`src/rtl/ata_pio_timer.sv`:
```
module ata_pio_timer #(
  parameter int RDYT_W   = 9,
  parameter int RDYT_LSB = 23,
  parameter int RDYT_RST = 11
) (
  input  logic        clk,
  input  logic        rst_n,
  input  logic        cfg_we,
  input  logic [1:0]  cfg_addr,
  input  logic [31:0] cfg_wdata,
  input  logic        req,
  input  logic        req_dev,
  input  logic        req_write,
  input  logic        ata_iordy,
  output logic        busy,
  output logic        done,
  output logic        ata_dior_n,
  output logic        ata_diow_n,
  output logic        ata_dd_oe,
  output logic        tmo_flag
);
  localparam int CW = RDYT_W + 4;
  localparam int TW = 19;
  localparam logic [TW-1:0] DEF_TW = {4'd6, 6'd19, 6'd15, 3'd2};

  typedef enum logic [1:0] {S_IDLE, S_SETUP, S_ACT, S_REC} st_t;

  st_t              st;
  logic [TW-1:0]    shared_tw, fast_tw, pick;
  logic             fast_dev, wr_q;
  logic [RDYT_W-1:0] rdyt;
  logic [3:0]       t_set;
  logic [5:0]       t_act, t_rec;
  logic [2:0]       t_hold;
  logic [CW-1:0]    cnt, tmo_lim;
  logic [TW-1:0]    wfield;
  logic             set_end, act_min, act_ok, act_to, rec_end, clr;
  logic             unused_bits;

  assign wfield      = {cfg_wdata[30:27], cfg_wdata[25:20], cfg_wdata[18:13], cfg_wdata[11:9]};
  assign unused_bits = ^{cfg_wdata[26], cfg_wdata[19], cfg_wdata[12], cfg_wdata[8:0]};
  assign pick        = (req_dev == fast_dev) ? fast_tw : shared_tw;
  assign tmo_lim     = CW'({rdyt, 3'b000}) + CW'(1);
  assign set_end     = cnt == CW'(t_set) + CW'(1);
  assign act_min     = cnt >= CW'(t_act);
  assign act_ok      = act_min && ata_iordy;
  assign act_to      = act_min && !ata_iordy && (cnt + CW'(1) >= tmo_lim);
  assign rec_end     = cnt == CW'(t_rec);
  assign clr         = cfg_we && cfg_addr == 2'd2 && cfg_wdata[31];

  always_ff @(posedge clk) begin
    if (!rst_n) begin
      st        <= S_IDLE;
      shared_tw <= DEF_TW;
      fast_tw   <= DEF_TW;
      fast_dev  <= 1'b0;
      rdyt      <= RDYT_W'(RDYT_RST);
      t_set     <= '0;
      t_act     <= '0;
      t_rec     <= '0;
      t_hold    <= '0;
      wr_q      <= 1'b0;
      cnt       <= '0;
      done      <= 1'b0;
      tmo_flag  <= 1'b0;
    end else begin
      done <= 1'b0;
      if (cfg_we) begin
        case (cfg_addr)
          2'd0:    shared_tw <= wfield;
          2'd1:    fast_tw   <= wfield;
          2'd2:    fast_dev  <= cfg_wdata[28];
          default: rdyt      <= cfg_wdata[RDYT_LSB +: RDYT_W];
        endcase
      end
      if (clr) tmo_flag <= 1'b0;
      case (st)
        S_IDLE:
          if (req) begin
            st     <= S_SETUP;
            cnt    <= '0;
            {t_set, t_act, t_rec, t_hold} <= pick;
            wr_q   <= req_write;
          end
        S_SETUP:
          if (set_end) begin
            st  <= S_ACT;
            cnt <= '0;
          end else cnt <= cnt + CW'(1);
        S_ACT:
          if (act_ok || act_to) begin
            st  <= S_REC;
            cnt <= '0;
            if (act_to) tmo_flag <= 1'b1;
          end else cnt <= cnt + CW'(1);
        default:
          if (rec_end) begin
            st   <= S_IDLE;
            done <= 1'b1;
          end else cnt <= cnt + CW'(1);
      endcase
    end
  end

  assign busy       = st != S_IDLE;
  assign ata_dior_n = !(st == S_ACT && !wr_q);
  assign ata_diow_n = !(st == S_ACT && wr_q);
  assign ata_dd_oe  = wr_q && (st == S_SETUP || st == S_ACT ||
                               (st == S_REC && cnt < CW'(t_hold)));


  done_pulse_chk: assert property (@(posedge clk) disable iff (!rst_n) done |=> !done);

  done_after_busy_chk: assert property (@(posedge clk) disable iff (!rst_n) done |-> $past(busy));

  tmo_cause_chk: assert property (@(posedge clk) disable iff (!rst_n)
    $rose(tmo_flag) |-> ($past(!ata_iordy) && $past(busy)));

  flag_keep_chk: assert property (@(posedge clk) disable iff (!rst_n)
    (tmo_flag && !clr) |=> tmo_flag);

  setup_first_chk: assert property (@(posedge clk) disable iff (!rst_n)
    ($fell(ata_dior_n) || $fell(ata_diow_n)) |-> $past(busy));
endmodule

```
`config.mk`:
```
export PLATFORM = sky130hd
export DESIGN_NAME = ata_pio_timer
export DESIGN_NICKNAME = d
export VERILOG_FILES = /design/src/rtl/ata_pio_timer.sv
export SDC_FILE = /design/constraint.sdc
export NUM_CORES = 1
export LEC_CHECK = 0
export ABC_AREA = 1
export BUFFER_PORTS_ARGS = -buffer_cell sky130_fd_sc_hd__buf_2
export CAP_MARGIN = 20
export CORE_ASPECT_RATIO = 0.7
export CORE_MARGIN = 8
export CORE_UTILIZATION = 55
export CTS_CLUSTER_DIAMETER = 40
export CTS_CLUSTER_SIZE = 10
export DETAILED_ROUTE_END_ITERATION = 7
export PLACE_DENSITY_LB_ADDON = 0.08
export SETUP_SLACK_MARGIN = 0.3
export SLEW_MARGIN = 20
export SYNTH_ARGS = -nofsm -noshare
export SYNTH_HDL_FRONTEND = slang
export SYNTH_SLANG_ARGS = --single-unit
export TNS_END_PERCENT = 20
```
`constraint.sdc`:
```
create_clock -name clk -period 3.3 [get_ports clk]
set_input_delay 0.165 -clock clk [delete_from_list [all_inputs] [get_ports clk]]
set_output_delay 0.165 -clock clk [all_outputs]
set_load 0.01 [all_outputs]
```
==> impl_results.md <==
- Max Root-Sink Buffers: 2
- Slowest CP cell: dfxtp_2
- Minimum clock period after layout: around 2.8 ns
- Synth Net Count: a little over 700
- Ports: 47
- Top routing layer used: met4
- Most frequent cells in the layout: nand2_1, inv_1, dfxtp_1
- Fin nets: 738
- Placed Cells: ~760
- H-tree depth: 3
- Post-DR vias/cell: approximately 5.3
- Tot GR Track Use: 0.198
- Most frequent CP cell: nand2_1
- ANT nets after route: 0
- Crit. End Element: register
- Number of DRC markers in iteration 0: roughly 300
- Area of the multi-input gates: 2420 µm²
- Seq/Total Area, Yosys: 0.376
- Finished Layout Cells: between 700 and 800
- Period utilization: 0.838
- Max-slew violations: 0
- Synth top area cells: dfxtp_1, nand2_1, inv_1
- CTS tree: yes
- Critical path class: register to register
- Yosys cell types: 37
- # clock sinks: 85
- Port Buf Inserts: 35
- Power Density: around 600 nW/µm²
- Cells after Synth: roughly 650
- Worst-path maximum fanout: 7
- EDFF count, synth: 0
- Syn_area_per_cell: about 7 µm²
- Post-layout util: 0.647
- Cell Chain, Critical Path: buf_6 > nand3_1 > nor2_2 > nand2_1 > nor2_4 > nand3_1 > xor2_2 > inv_1 > ha_1 > inv_1 > o21bai_1 > nor2_2 > nand2_1 > nand3_2 > nand2_4 > nand3_4 > nand2_1 > a21oi_1
- Setup tns final: 0 ns
- Slew Limit Headroom: 0.483
- Final Worst Setup Slack: roughly 0.53 ns
- Worst min-delay path class: input port to register
- Drt wl/cell: approximately 15 µm
- Die height: 91.9 µm
- Wire length on met3: ~910 µm
- Die area: 11400 µm²
- Worst-path clk slew: around 0.060 ns
- CP required: between 3 and 4 ns
- Cell chosen for the clock root: clkbuf_16
- Number of global-route vias before repair: 3853
- WP data arrival: about 3.0 ns
- Asr flop ratio synth: 0
- Layout fillers: about 700
- Synth Register Bits: 85
- Critical path's largest stage delay: 0.37 ns
- Antenna cell count: 0
- M1 wire length: between 5 and 6 mm
- Max Clock Freq: between 300 and 400 MHz
- Area delta synth->final: 13.1%
- Worst Skew: roughly 0.0044 ns
- DP HPWL: around 8 mm
- Max rail drop VDD: 0.353 mV
- Initial antenna violation count: 0
- Mapped Area: 4520 µm²
- Routability cong.: roughly 0.9
- DRT Pass-1 Iters: 5
- Endpoints failing setup: 0
- Commonest non-fill, non-tap cell in the layout: nand2_1
- Leakage: ~2.5 nW
- Pre-CTS setup slack: ~0.33 ns
- Final Hold Fails: 0
- Drt total wl: ~11 mm
- Status: complete, no violations
- Top FF cell, synth: dfxtp_1
- CTS buffer count: 9
- Max_cap viols: 0
- Starting Density: 0.572
- Share of cells above drive strength 1: 0.161
- Largest net degree at the start of global routing: 69
- First-pass GRT wire length: between 15 and 20 mm
- Core region area: slightly below 8000 µm²
- Worst skew pair latency: around 0.34 ns
- Met2 wire len: between 4 and 5 mm
- Yosys top cell area share: 0.376
- Vias: 4142
- Grt ovf: 0
- Rows: 27
- Post-route DRC: 0
- Die X: between 100 and 150 µm
- Worst slew pin tran: between 0.7 and 0.8 ns
- Reg area: ~1700 µm²
- Cell taking the most area after synthesis: dfxtp_1
- RSZ-0062 raised after global routing: false
- Worst Setup Start Kind: register
- Yosys Warn Count: 0
[synth_stat cells (all sizes together), types with 2 or more instances]
cell type and n:
clkbuf 19, dfxtp 85, nand2 160, nand3 55, o2111ai 2, xor2 11
a21oi 35, clkinv 5, xnor2 2, nor2 81, nor3 3, inv 89
o21ai 35, buf 8, o211ai 20, nor4 2, nand4 4, ha 24
[registers in the layout, indices dropped and copies added (netlist names)]
register,flops
cnt,13
done,1
fast_dev,1
fast_tw,19
rdyt,9
shared_tw,19
st,2
t_act,6
t_hold,3
t_rec,6
t_set,4
tmo_flag,1
wr_q,1
[per-stage QoR]
step / hold slack [ns] / total power (W) / area (µm²)
global placement: 0.377 / 0.00211 / 4750
finish: 0.0434 / 0.00309 / 5110
floorplan: 0.278 / 0.00193 / 4520
detailed placement: 0.386 / 0.00213 / 4750
global route: 0.0458 / 0.00326 / 5110
CTS: 0.0343 / 0.00305 / 5020
[cell type report]
class | instances | share of cell area
timing repair buffer | 43 | 0.0468
clock buffer | 10 | 0.0448
tap | 101 | 0.0247
inverter | 94 | 0.0695
sequential | 85 | 0.334
clock inverter | 6 | 0.00759
multi-input combinational | 440 | 0.473
[timing repair]
action / in CTS / in global routing
pin swaps: 0 / 3
cloned: 0 / 1
endpoints found under the setup margin: 12 / 14
gates resized for setup: 1 / 16
hold buffers: 0 / 0
setup buffers: 0 / 1
[power breakdown]
| group | internal [W] | leakage (nW) | switching (W) |
|---|---|---|---|
| Sequential | 0.00114 | 0.698 | 0.0000810 |
| Clock | 0.000509 | 0.129 | 0.000415 |
| Combinational | 0.000312 | 1.67 | 0.000635 |
[cell families after synthesis]
| family | after synthesis | share of synthesized area |
|---|---|---|
| flops | 85 | 0.376 |
| buf+inv | 121 | 0.107 |
| compound gates | 95 | 0.131 |
| fa+ha+maj | 24 | 0.0664 |
| simple gates | 307 | 0.294 |
| xor+xnor | 13 | 0.0252 |
[routing by layer]
metal | up-vias | GRT usage
met5 | - | 0
met2 | 126 | 0.301
li1 | 2117 | -
met3 | 16 | 0.0495
met4 | 0 | 0.0619
met1 | 1883 | 0.268
[worst max-delay path: cells and delay by family, from the launching register on]
kind	cells	cell delay, ns
compound gates	2	0.22
buf+inv	3	0.25
xor+xnor	1	0.19
flops	1	0.37
fa+ha+maj	1	0.29
simple gates	11	1.29
[worst paths after layout]
path / cells past startpoint / to / from / slack (ns)
setup / recovery: 18 / cnt[1]$_SDFFE_PN0P_ / cnt[1]$_SDFFE_PN0P_ / 0.53
hold reg to reg: 2 / fast_tw[5]$_SDFFE_PN1P_ / fast_tw[5]$_SDFFE_PN1P_ / 0.46
setup reg to reg: 18 / cnt[1]$_SDFFE_PN0P_ / cnt[1]$_SDFFE_PN0P_ / 0.53
hold / removal: 3 / shared_tw[3]$_SDFFE_PN1P_ / cfg_wdata[13] / 0.04
(Power assumes the default switching activity.)
